==> config.mk <==
export PLATFORM = sky130hd
export DESIGN_NAME = tick_timer
export DESIGN_NICKNAME = d
export VERILOG_FILES = /design/src/rtl/tmr_pkg.sv /design/src/rtl/tmr_prescale.sv /design/src/rtl/tmr_counter.sv /design/src/rtl/tmr_regs.sv /design/src/rtl/tick_timer.sv
export SDC_FILE = /design/constraint.sdc
export NUM_CORES = 1
export LEC_CHECK = 0
export BUFFER_PORTS_ARGS = -buffer_cell sky130_fd_sc_hd__buf_4
export CAP_MARGIN = 5
export CORE_MARGIN = 2
export CORE_UTILIZATION = 25
export DETAILED_ROUTE_END_ITERATION = 16
export GPL_ROUTABILITY_DRIVEN = 0
export GPL_TIMING_DRIVEN = 0
export MAX_ROUTING_LAYER = met4
export PLACE_DENSITY = 0.4
export REMOVE_ABC_BUFFERS = 1
export SYNTH_ARGS = -nofsm -noshare
export SYNTH_HDL_FRONTEND = slang
export SYNTH_SLANG_ARGS = --single-unit
==> constraint.sdc <==
create_clock -name clk -period 3.1 [get_ports clk]
set_clock_uncertainty 0.15 [all_clocks]
set_input_delay 0.62 -clock clk [delete_from_list [all_inputs] [get_ports clk]]
set_output_delay 0.62 -clock clk [all_outputs]
set_load 0.1 [all_outputs]
==> src/rtl/tmr_pkg.sv <==
`timescale 1ns/1ps
// Shared definitions for the down-counting timer.
// Assumes word-aligned register offsets; the word indices below are
// compared against address bits [ADDR_W-1:2].
package tmr_pkg;

    localparam int unsigned WIDX_LOAD  = 0;
    localparam int unsigned WIDX_COUNT = 1;
    localparam int unsigned WIDX_CTRL  = 2;
    localparam int unsigned WIDX_CLEAR = 3;
    localparam int unsigned WIDX_RAW   = 4;

    // Control byte; the bit order is the software-visible layout.
    typedef struct packed {
        logic       run;      // bit 7: enable
        logic       reload;   // bit 6: periodic when set
        logic       irq_en;   // bit 5: interrupt enable
        logic       spare;    // bit 4: stored, no function
        logic [1:0] psel;     // bits 3:2: prescale select
        logic       wide;     // bit 1: 32-bit counter when set
        logic       single;   // bit 0: one-shot
    } ctrl_t;

    typedef enum logic [1:0] {
        MODE_FREE   = 2'd0,
        MODE_RELOAD = 2'd1,
        MODE_SINGLE = 2'd2
    } mode_e;

    // One-shot takes priority over periodic reload.
    function automatic mode_e mode_of(input ctrl_t c);
        if (c.single)      return MODE_SINGLE;
        else if (c.reload) return MODE_RELOAD;
        else               return MODE_FREE;
    endfunction

endpackage

==> src/rtl/tmr_prescale.sv <==
`timescale 1ns/1ps
// Prescaler: produces a one-cycle tick every 1, 2**MID_LOG2 or 2**HI_LOG2
// clocks while running. Assumes HI_LOG2 > MID_LOG2. The divider count is
// held cleared while not running, so each enable starts a fresh period.
module tmr_prescale #(
    parameter int unsigned MID_LOG2 = 4,
    parameter int unsigned HI_LOG2  = 8
) (
    input  logic       clk,
    input  logic       rst_n,
    input  logic       run,
    input  logic [1:0] psel,
    output logic       tick
);
    localparam int unsigned PW = HI_LOG2;
    localparam logic [PW-1:0] LIM_MID = PW'((1 << MID_LOG2) - 1);

    logic [PW-1:0] pcnt;
    logic [PW-1:0] plimit;

    // Terminal count for the selected divisor (code 11 aliases code 10).
    always_comb begin
        case (psel)
            2'b00:   plimit = '0;
            2'b01:   plimit = LIM_MID;
            default: plimit = '1;
        endcase
    end

    // ">=" keeps the divider sane if the divisor is lowered mid-period.
    assign tick = run && (pcnt >= plimit);

    // Divider count: cleared when idle or on a tick, else advances.
    always_ff @(posedge clk) begin
        if (!rst_n)          pcnt <= '0;
        else if (!run || tick) pcnt <= '0;
        else                 pcnt <= pcnt + 1'b1;
    end

    AST_PRESCALE_RESTART: assert property (@(posedge clk) disable iff (!rst_n)
        $rose(run) |-> pcnt == '0);
    AST_TICK_SPACING: assert property (@(posedge clk) disable iff (!rst_n)
        tick && psel != 2'b00 |=> !tick || psel == 2'b00);

endmodule

==> src/rtl/tmr_counter.sv <==
`timescale 1ns/1ps
// Down counter with width masking and the three end-of-count rules.
// Assumes a load write and a control change never arrive in the same
// cycle (single register port). The stored value keeps all DATA_W bits;
// the active width is applied by mask on every use.
module tmr_counter import tmr_pkg::*; #(
    parameter int unsigned DATA_W   = 32,
    parameter int unsigned NARROW_W = 16
) (
    input  logic              clk,
    input  logic              rst_n,
    input  logic              ld_we,
    input  logic [DATA_W-1:0] ld_val,
    input  logic [DATA_W-1:0] load_q,
    input  logic              tick,
    input  logic              wide,
    input  mode_e             mode,
    output logic [DATA_W-1:0] count_view,
    output logic              zero_evt
);
    logic [DATA_W-1:0] cnt;
    logic [DATA_W-1:0] nxt;
    logic [DATA_W-1:0] mask;
    logic [DATA_W-1:0] cur;

    // Active-width mask; a single-width build has no narrow variant.
    generate
        if (NARROW_W < DATA_W) begin : g_dual
            assign mask = wide ? {DATA_W{1'b1}}
                               : {{(DATA_W-NARROW_W){1'b0}}, {NARROW_W{1'b1}}};
        end else begin : g_single
            assign mask = {DATA_W{1'b1}};
        end
    endgenerate

    assign cur        = cnt & mask;
    assign count_view = cur;

    // Next count: load write first, then tick handling per mode.
    always_comb begin
        nxt      = cnt;
        zero_evt = 1'b0;
        if (ld_we) begin
            nxt = ld_val & mask;
        end else if (tick) begin
            if (cur == '0) begin
                case (mode)
                    MODE_RELOAD: nxt = load_q & mask;
                    MODE_FREE:   nxt = mask;
                    default:     nxt = cnt;
                endcase
            end else begin
                nxt      = cur - DATA_W'(1);
                zero_evt = (cur == DATA_W'(1));
            end
        end
    end

    // Count register.
    always_ff @(posedge clk) begin
        if (!rst_n) cnt <= '0;
        else        cnt <= nxt;
    end

    AST_LOAD_IMMEDIATE: assert property (@(posedge clk) disable iff (!rst_n)
        ld_we |=> count_view == ($past(ld_val) & $past(mask)));
    AST_HOLD_NO_TICK: assert property (@(posedge clk) disable iff (!rst_n)
        !tick && !ld_we |=> $stable(cnt));
    AST_FREE_WRAP: assert property (@(posedge clk) disable iff (!rst_n)
        tick && !ld_we && mode == MODE_FREE && cur == '0 |=> cnt == $past(mask));
    AST_PERIODIC_RELOAD: assert property (@(posedge clk) disable iff (!rst_n)
        tick && !ld_we && mode == MODE_RELOAD && cur == '0
        |=> cnt == ($past(load_q) & $past(mask)));
    AST_SINGLE_PARKS: assert property (@(posedge clk) disable iff (!rst_n)
        tick && !ld_we && mode == MODE_SINGLE && cur == '0 |=> $stable(cnt));

endmodule

==> src/rtl/tmr_regs.sv <==
`timescale 1ns/1ps
// Register file and address decode: load, control and raw-status
// registers, the clear strobe and the combinational read mux.
// Assumes ADDR_W >= 5; accesses with nonzero address bits 1:0 hit nothing.
module tmr_regs import tmr_pkg::*; #(
    parameter int unsigned DATA_W = 32,
    parameter int unsigned ADDR_W = 5
) (
    input  logic              clk,
    input  logic              rst_n,
    input  logic [ADDR_W-1:0] bus_addr,
    input  logic              bus_we,
    input  logic [DATA_W-1:0] bus_wdata,
    input  logic [DATA_W-1:0] count_view,
    input  logic              zero_evt,
    output logic [DATA_W-1:0] bus_rdata,
    output logic [DATA_W-1:0] load_q,
    output logic              ld_we,
    output ctrl_t             ctrl,
    output logic              irq
);
    localparam int unsigned IDX_W  = ADDR_W - 2;
    localparam int unsigned CTRL_W = $bits(ctrl_t);

    logic             aligned;
    logic [IDX_W-1:0] idx;
    logic             sel_load, sel_count, sel_ctrl, sel_clear, sel_raw;
    logic             ctl_we, clr_we;
    logic             raw;

    assign aligned   = (bus_addr[1:0] == 2'b00);
    assign idx       = bus_addr[ADDR_W-1:2];
    assign sel_load  = aligned && idx == IDX_W'(WIDX_LOAD);
    assign sel_count = aligned && idx == IDX_W'(WIDX_COUNT);
    assign sel_ctrl  = aligned && idx == IDX_W'(WIDX_CTRL);
    assign sel_clear = aligned && idx == IDX_W'(WIDX_CLEAR);
    assign sel_raw   = aligned && idx == IDX_W'(WIDX_RAW);

    assign ld_we  = bus_we && sel_load;
    assign ctl_we = bus_we && sel_ctrl;
    assign clr_we = bus_we && sel_clear;

    // Load register keeps the full written word.
    always_ff @(posedge clk) begin
        if (!rst_n)     load_q <= '0;
        else if (ld_we) load_q <= bus_wdata;
    end

    // Control byte.
    always_ff @(posedge clk) begin
        if (!rst_n)      ctrl <= '0;
        else if (ctl_we) ctrl <= ctrl_t'(bus_wdata[CTRL_W-1:0]);
    end

    // Raw event flag: a new event wins over a same-cycle clear.
    always_ff @(posedge clk) begin
        if (!rst_n)        raw <= 1'b0;
        else if (zero_evt) raw <= 1'b1;
        else if (clr_we)   raw <= 1'b0;
    end

    assign irq = raw & ctrl.irq_en;

    // Read mux; anything unmapped reads zero.
    always_comb begin
        bus_rdata = '0;
        if (sel_load)       bus_rdata = load_q;
        else if (sel_count) bus_rdata = count_view;
        else if (sel_ctrl)  bus_rdata = {{(DATA_W-CTRL_W){1'b0}}, ctrl};
        else if (sel_raw)   bus_rdata = {{(DATA_W-1){1'b0}}, raw};
    end

    AST_EVENT_LATCHES: assert property (@(posedge clk) disable iff (!rst_n)
        zero_evt |=> raw);
    AST_CLEAR_DROPS: assert property (@(posedge clk) disable iff (!rst_n)
        clr_we && !zero_evt |=> !raw);
    AST_CTRL_ONLY_BY_WRITE: assert property (@(posedge clk) disable iff (!rst_n)
        !ctl_we |=> $stable(ctrl));
    AST_LOAD_ONLY_BY_WRITE: assert property (@(posedge clk) disable iff (!rst_n)
        !ld_we |=> $stable(load_q));

endmodule

==> src/rtl/tick_timer.sv <==
`timescale 1ns/1ps
// Top of the prescaled down-counting timer: register file, prescaler and
// counter. Assumes one synchronous clock domain and a single access per
// cycle on the register port.
module tick_timer import tmr_pkg::*; #(
    parameter int unsigned DATA_W   = 32,
    parameter int unsigned NARROW_W = 16,
    parameter int unsigned ADDR_W   = 5,
    parameter int unsigned MID_LOG2 = 4,
    parameter int unsigned HI_LOG2  = 8
) (
    input  logic              clk,
    input  logic              rst_n,
    input  logic [ADDR_W-1:0] bus_addr,
    input  logic              bus_we,
    input  logic [DATA_W-1:0] bus_wdata,
    output logic [DATA_W-1:0] bus_rdata,
    output logic              irq
);
    logic [DATA_W-1:0] count_view;
    logic [DATA_W-1:0] load_q;
    logic              zero_evt;
    logic              ld_we;
    logic              tick;
    ctrl_t             ctrl;
    mode_e             mode;

    assign mode = mode_of(ctrl);

    tmr_regs #(.DATA_W(DATA_W), .ADDR_W(ADDR_W)) u_regs (
        .clk(clk), .rst_n(rst_n),
        .bus_addr(bus_addr), .bus_we(bus_we), .bus_wdata(bus_wdata),
        .count_view(count_view), .zero_evt(zero_evt),
        .bus_rdata(bus_rdata), .load_q(load_q), .ld_we(ld_we),
        .ctrl(ctrl), .irq(irq)
    );

    tmr_prescale #(.MID_LOG2(MID_LOG2), .HI_LOG2(HI_LOG2)) u_pre (
        .clk(clk), .rst_n(rst_n),
        .run(ctrl.run), .psel(ctrl.psel), .tick(tick)
    );

    tmr_counter #(.DATA_W(DATA_W), .NARROW_W(NARROW_W)) u_cnt (
        .clk(clk), .rst_n(rst_n),
        .ld_we(ld_we), .ld_val(bus_wdata), .load_q(load_q),
        .tick(tick), .wide(ctrl.wide), .mode(mode),
        .count_view(count_view), .zero_evt(zero_evt)
    );

endmodule

Word-level counts from Yosys, hierarchy flattened
Cells that the tools add are included.

Output and inout port bits: 33. Logic and storage cells: 64. Bits in registers: 81.

Mux-type cells: 17. Equal/unequal tests: 8. Bitwise gates (word level): 5. Reduce and logical (&&, ||, !) cells: 20. $add $sub $neg: 2. $lt $le $gt $ge: 1.

Operators with widths (number): 2-to-1 mux 32 bit (7); bitwise AND 32 bit (3); case mux 32 bit (2 select lines) (1); equality test 32 x 1 -> 1 bit, second input constant (1); zero test 32 bit (1); subtractor 32 x 1 -> 32 bit, second input constant (1); case mux 8 bit (2 select lines) (1); logical AND 1 bit (9); adder 8 x 1 -> 8 bit, second input constant (1); greater-or-equal comparator 8 bit (1); 2-to-1 mux 1 bit (7); equality test 3 x 2 -> 1 bit, second input constant (2); zero test 2 bit (3); equality test 2 x 1 -> 1 bit, second input constant (2); != test 4 bit, second input constant (1); nonzero test 2 bit (2); equality test 3 x 1 -> 1 bit, second input constant (1); equality test 3 bit, second input constant (1); zero test 3 bit (1); 2-to-1 mux 2 bit (1); AND reduction 2 bit (1); OR reduction 2 bit (1); bitwise AND 1 bit (1); zero test 1 bit (1); other kinds (2) (2).

Depth between registers and ports, before layout
Gate-level depths: netlist of run 1.

Depth in word-level cells: 7. Mapped depth: 11.

Modules after synthesis
Synthesis of run 1 repeated with hierarchy kept, for this count alone.

Cells, all modules: 711. Area, all modules: 5649.2 µm².

Modules (own cells, without submodules): tmr_counter (area each 2952.8 µm², cells each 408, times used 1, sequential area each 640.6 µm²); tmr_regs (area each 2164.6 µm², cells each 247, times used 1, sequential area each 820.8 µm²); tmr_prescale (area each 518.0 µm², cells each 55, times used 1, sequential area each 160.2 µm²); tick_timer (area each 13.8 µm², cells each 1, times used 1, sequential area each 0.0 µm²).

Least setup slack after synthesis of run 1
Ideal clock, no wire load.

Path type: input -> output. Start: input bus_addr[1]. End: output bus_rdata[21]. Required time: 2.330 ns. Stages on the path: 7. Path buffers: 3. Arrival time: 2.810 ns. Slack: -0.480 ns. Cell sequence: or3_1 > clkbuf_1 > nor3b_1 > and2_1 > clkbuf_1 > clkbuf_1 > a22o_1.

Longest elaborated chain between the ends: 4. Elaborated cells between the ends (all ways): 5. Those cells by class: mux (2); reduce/logical (3).

RTL lines: start, declared (RTL line tick_timer.sv:14) `input logic [ADDR_W-1:0] bus_addr,`; zero test 2 bit * (RTL line tmr_regs.sv:31) `assign aligned = (bus_addr[1:0] == 2'b00);`; logical AND 1 bit (RTL line tmr_regs.sv:34) `assign sel_count = aligned && idx == IDX_W'(WIDX_COUNT);`; 2-to-1 mux 32 bit (RTL line tmr_regs.sv:68) `else if (sel_count) bus_rdata = count_view;`; 2-to-1 mux 32 bit * (RTL line tmr_regs.sv:67) `if (sel_load) bus_rdata = load_q;`; end, declared (RTL line tick_timer.sv:17) `output logic [DATA_W-1:0] bus_rdata,`.

Every way passes the cells marked *; elsewhere a longest branch is shown, timed or not.

Worst setup path in the final report of run 1
Start: input bus_addr[0]. End: output bus_rdata[17].

The elaborated chain is that of the path after synthesis.

==> results.sh, run 1 <==
export IMPL_postRouteAntennaNets=0
export IMPL_hold_path_class="reg -> reg"
export IMPL_max_cap_violations=0
export IMPL_ctsHoldBuffers=0
export IMPL_htree_levels=3
export IMPL_vias=5705
export IMPL_cts_tree="done"
export IMPL_n_antenna_cell=0
export IMPL_drt_iter0_markers=326
export IMPL_ir_worst_vdd_mv=0.236
export IMPL_seq_area_frac_synth_pct=30.2
export IMPL_dp_hpwl_microns=13000
export IMPL_final_cell_mix="100 x nand2_1, 80 x dfxtp_1, 79 x buf_4"
export IMPL_rows=53
export IMPL_layout_commonest_cell="nand2_1"
export IMPL_arrival_ns=2.28
export IMPL_cts_path_max_buffers=2
export IMPL_hold_path_depth=2
export IMPL_via_per_inst=5.51
export IMPL_portBuffers=72
export IMPL_cp_data_required_time_ns=2.33
export IMPL_async_flop_share_pct=0
export IMPL_wl_microns=20900
export IMPL_p_leak_nw=2.57
export IMPL_power_density_nw_per_um2=397
export IMPL_syn_inst=698
export IMPL_finalCritPeriodShare_pct=98.4
export IMPL_reg2reg_from="u_cnt.cnt[20]"
export IMPL_ys_flop_type="dfxtp_1"
export IMPL_final_core_util_pct=32.7
export IMPL_ys_warnings_count=0
export IMPL_die_w_microns=151
export IMPL_worst_setup_path_type="in -> out"
export IMPL_fmax_mhz=328
export IMPL_worst_pin_slew_ns=0.949
export IMPL_dpl_cell_area_sq_um=6130
export IMPL_dieHeight_microns=151
export IMPL_synth_area_per_cell_sq_um=7.70
export IMPL_r2r_end="u_cnt.cnt[5]"
export IMPL_synth_cell_types=69
export IMPL_tns_ns=0
export IMPL_cts_sinks=81
export IMPL_synth_seq_cells=81
export IMPL_setup_violations=0
export IMPL_fin_nets=810
export IMPL_ios=73
export IMPL_track_usage_pct=19.3
export IMPL_fin_area_sq_um=6890
export IMPL_rsz0062_at_grt="yes"
export IMPL_status="finished clean"
export IMPL_die_area_sq_um=22700
export IMPL_hold_viol_final=0
export IMPL_first_global_vias=5655
export IMPL_cts_made_buffers=9
export IMPL_grt_antenna_before_repair=0
export IMPL_drive_gt1_share_pct=20.0
export IMPL_start_util_pct=25.5
export IMPL_cp_max_fo=15
export IMPL_syn2layout_area_growth_pct=28.2
export IMPL_slew_violations=0
export IMPL_dr_pass1_iters=4
export IMPL_netlist_area_sq_um=5370
export IMPL_grt_start_max_net_pins=68
export IMPL_gr_total_overflow=0
export IMPL_rr_worst_depth=7
export IMPL_root_buffer="clkbuf_16"
export IMPL_insertion_delay_ns=0.36
export IMPL_grt_first_pass_wirelength_microns=32900
export IMPL_max_slew_margin_rel_pct=36.7
export IMPL_remaining_drc_errors=0
export IMPL_clk_pin_slew_worst_paths_ns=0.06
export IMPL_crit_path_end_kind="primary output"
export IMPL_hold_start="u_regs.load_q[16]"
export IMPL_reg2reg_setup_slack_ns=0.10
export IMPL_coreArea_sq_um=21100
export IMPL_startpoint_type="input pin"
export IMPL_min_to="u_regs.load_q[16]"
export IMPL_synth_edf_count=0
export IMPL_wl_per_cell_microns=20.2
export IMPL_fin_crit_ns=3.05
export IMPL_fillers=2304
[area by class of cell]
type | count | area [sq um] | share of cell area, %
clock buffer | 10 | 239 | 3.47
clock inverter | 4 | 53.8 | 0.781
inverter | 12 | 45.0 | 0.654
multi-input combinational | 551 | 3670 | 53.3
sequential | 81 | 1630 | 23.6
tap | 275 | 344 | 4.99
timing repair buffer | 103 | 911 | 13.2
[cell families (layout without fill, tap and decap cells)]
group	Yosys count	after routing	synth area share, %
flip-flops	81	81	30.2
AND/OR/NAND/NOR	249	250	22.7
AO/OA/AOI/OAI	257	260	33.7
adder cells (fa/ha/maj)	12	12	2.79
buffers and inverters	70	129	5.52
multiplexers	16	16	2.98
XOR/XNOR	13	13	2.12
[per-stage QoR]
step                      setup WS, ns  instances  hold slack (ns)  power, mW
final                           0.0506       1036            0.326       2.73
after global routing           -0.0119       1036            0.337       2.85
after CTS                      0.00153       1022            0.325       2.74
after detailed placement         -1.04        992            0.321       1.56
after global placement           -2.55        987            0.316       1.55
after floorplan                  -1.05        640            0.299       1.36
[sequential cells by signal, summed over array words and instances, names as in the netlist]
| register | flops |
|---|---|
| u_regs.ctrl | 8 |
| u_regs.load_q | 32 |
| u_pre.pcnt | 8 |
| u_regs.raw | 1 |
| u_cnt.cnt | 32 |
[repair_timing]
item                       CTS  global route
setup endpoints to repair   58            46
resized for setup           20            24
cloned                       3             1
pin swaps                    5             6
setup buffers               13            13
[critical path: stages]
cell     delay (ns)
buf_4          0.12
or3_4          0.45
nor3b_4        0.28
and2_4         0.34
a22o_1         0.25
buf_8          0.21
[cell usage after synthesis (13+ instances only)]
library cell	n	area, sq um
o211ai_1	16	120
a31oi_1	15	93.8
nand2_1	101	379
clkbuf_1	41	154
nand3_1	17	85.1
a21boi_0	34	255
dfxtp_1	81	1620
mux2i_1	16	160
a21oi_1	44	220
o21ai_0	46	230
nor2_1	47	176
nor4_1	13	81.3
a22o_1	24	210
[layer usage]
metal / global-route usage (%) / wire, microns / vias up
met2: 31.0 / 9780 / 150
met4: 5.37 / 315 / 0
met1: 24.8 / 9860 / 2782
met5: - / 0 / -
li1: - / - / 2748
met3: 3.82 / 931 / 25
[worst max-delay path by stage]
stage	slack, ns	cells after the start	to	startpoint
4_1_cts	0.002	6	bus_rdata[25]	bus_addr[1]
6_report	0.05	6	bus_rdata[17]	bus_addr[0]
2_1_floorplan	-1.05	3	bus_rdata[0]	bus_addr[1]
3_3_place_gp	-2.55	5	bus_rdata[17]	bus_addr[1]
5_1_grt	-0.01	6	bus_rdata[17]	bus_addr[0]
3_5_place_dp	-1.04	8	u_cnt.cnt[18]	u_regs.ctrl[3]
[where the power goes]
group	total (mW)	internal (mW)	switching, mW
Combinational	0.545	0.199	0.345
Clock	1.12	0.641	0.479
Sequential	1.07	1.05	0.0185
Power figures use the tool's default switching activity.
==> inputs of run 2 (changes only) <==
Settings changed: SETUP_SLACK_MARGIN set to 0.15.
==> run 2 against run 1 <==
Utilization increased by 2.1 points. First-iteration DRC count increased by 5.2%. Sequential power about the same. Via count increased by 0.86%. Combinational power increased by 5.1%. Hold slack about the same. Design area increased by 6.6%. Final cell count increased by 1.4%. Die area unchanged. Clock-buffer cell count unchanged. Wire length increased by 1.7%.
==> results.sh, run 2 (synthesized netlist as in run 1, its figures left out) <==
export IMPL_status="finished clean"
export IMPL_fmax_mhz=336
export IMPL_startpoint_type="input pin"
export IMPL_tns_ns=0
export IMPL_power_mw=2.76
export IMPL_cts_made_buffers=9
export IMPL_crit_chain="buf_8 > or3_4 > nor3b_4 > buf_4 > buf_8 > a211oi_2 > a22o_1 > buf_12"
export IMPL_via_per_inst=5.47
export IMPL_cp_max_fo=8
export IMPL_rows=53
export IMPL_finalCritPeriodShare_pct=96.0
export IMPL_r2r_end="u_cnt.cnt[23]"
export IMPL_worst_setup_path_type="in -> out"
export IMPL_whs_ns=0.326
export IMPL_gr_total_overflow=0
export IMPL_drt_iter0_markers=343
export IMPL_root_buffer="clkbuf_16"
export IMPL_dieHeight_microns=151
export IMPL_crit_path_end_kind="primary output"
export IMPL_die_area_sq_um=22700
export IMPL_setup_violations=0
export IMPL_dp_hpwl_microns=13000
export IMPL_wl_microns=21200
export IMPL_layout_commonest_cell="nand2_1"
export IMPL_final_core_util_pct=34.8
export IMPL_p_leak_nw=2.74
export IMPL_fin_area_sq_um=7340
export IMPL_power_switching_uw=852
export IMPL_coreArea_sq_um=21100
export IMPL_die_w_microns=151
export IMPL_n_antenna_cell=0
export IMPL_vias=5754
export IMPL_fin_crit_ns=2.98
export IMPL_max_slew_margin_rel_pct=36.4
export IMPL_min_to="u_regs.load_q[16]"
export IMPL_slowest_stage="or3_4"
export IMPL_grt_antenna_before_repair=0
export IMPL_cts_sinks=81
export IMPL_ir_worst_vdd_mv=0.226
export IMPL_insertion_delay_ns=0.36
export IMPL_finalNonFillerCells=1051
export IMPL_postRouteAntennaNets=0
export IMPL_reg2reg_setup_slack_ns=0.15
export IMPL_pwr_share_seq_pct=38.7
export IMPL_cts_tree="done"
export IMPL_remaining_drc_errors=0
export IMPL_portBuffers=72
export IMPL_hold_viol_final=0
export IMPL_fin_nets=825
export IMPL_hold_path_depth=2
export IMPL_rsz0062_at_grt="yes"
export IMPL_track_usage_pct=19.7
export IMPL_htree_levels=3
export IMPL_dpl_cell_area_sq_um=6130
export IMPL_path_delay_family="simple AND/OR/NAND/NOR gates"
export IMPL_largestRegisters="u_cnt.cnt (32), u_regs.load_q (32)"
export IMPL_grt_start_max_net_pins=68
export IMPL_worst_pin_slew_ns=0.953
export IMPL_max_cap_violations=0
export IMPL_final_cell_mix="100 x nand2_1, 83 x buf_4, 79 x dfxtp_1"
export IMPL_clk_pin_slew_worst_paths_ns=0.06
export IMPL_cpMostUsedCell="buf_8"
export IMPL_startpoint="bus_addr[0]"
export IMPL_arrival_ns=2.21
export IMPL_comb_power_share_pct=20.8
export IMPL_drive_gt1_share_pct=23.1
export IMPL_start_util_pct=25.5
export IMPL_grt_first_pass_wirelength_microns=33500
export IMPL_power_density_nw_per_um2=376
export IMPL_place_inst=992
export IMPL_p_sw_share_pct=30.9
export IMPL_slowest_delay_ns=0.43
export IMPL_pre_cts_slack_ns=-1.04
export IMPL_cp_data_required_time_ns=2.33
export IMPL_reg2reg_from="u_cnt.cnt[5]"
export IMPL_timing_final_ws_setup_ns=0.124
export IMPL_p_int_mw=1.91
export IMPL_cp_num_buf_inv=4
export IMPL_cts_path_max_buffers=2
export IMPL_dr_pass1_iters=5
export IMPL_power_frac_clock_pct=40.5
export IMPL_ios=73
export IMPL_hold_path_class="reg -> reg"
export IMPL_syn2layout_area_growth_pct=36.6
export IMPL_ctsHoldBuffers=0
export IMPL_hold_start="u_regs.load_q[16]"
export IMPL_rr_worst_depth=6
export IMPL_first_global_vias=5722
export IMPL_wl_per_cell_microns=20.2
export IMPL_slew_violations=0
==> run 2: worst min-delay path, delay by kind of cell, from the launching register on <==
family           cells  cell delay, ns
AO/OA/AOI/OAI        1            0.06
AND/OR/NAND/NOR      1            0.05
flip-flops           1            0.32
==> run 2: layout make-up <==
type                       instances  area [sq um]
tap                              275           344
multi-input combinational        551          3770
fill                            2261         13700
timing repair buffer             118          1260
clock inverter                     4          53.8
inverter                          12          45.0
clock buffer                      10           239
sequential                        81          1630
==> run 2: worst max-delay path by stage <==
stage                     to  slack (ns)  cells after the start
6_report        bus_rdata[0]        0.12                      8
5_1_grt         bus_rdata[0]        0.07                      8
4_1_cts        bus_rdata[22]        0.12                      7
3_5_place_dp   u_cnt.cnt[18]       -1.04                      8
3_3_place_gp   bus_rdata[17]       -2.55                      5
2_1_floorplan   bus_rdata[0]       -1.05                      3
==> run 2: repair_timing <==
| action | 4_1_cts | 5_1_grt |
|---|---|---|
| gates resized for setup | 63 | 57 |
| cloned | 4 | 0 |
| setup endpoints to repair | 58 | 55 |
| pin swaps | 11 | 18 |
| buffers inserted | 27 | 14 |
==> run 2: power by group through the flow <==
stage	clock network (mW)	logic [mW]	registers [mW]
after floorplan	0	0.275	1.09
after global placement	0	0.463	1.09
after global routing	1.19	0.615	1.07
after detailed placement	0	0.471	1.09
after CTS	1.16	0.537	1.07
final	1.12	0.573	1.07
==> run 2: routing by layer <==
layer | vias to the layer above | share of wire, % | track usage, %
li1 | 2773 | - | -
met1 | 2783 | 47 | 25.5
met2 | 175 | 47 | 31.7
met3 | 23 | 4.9 | 3.79
met4 | 0 | 1.6 | 5.28
met5 | - | 0 | -
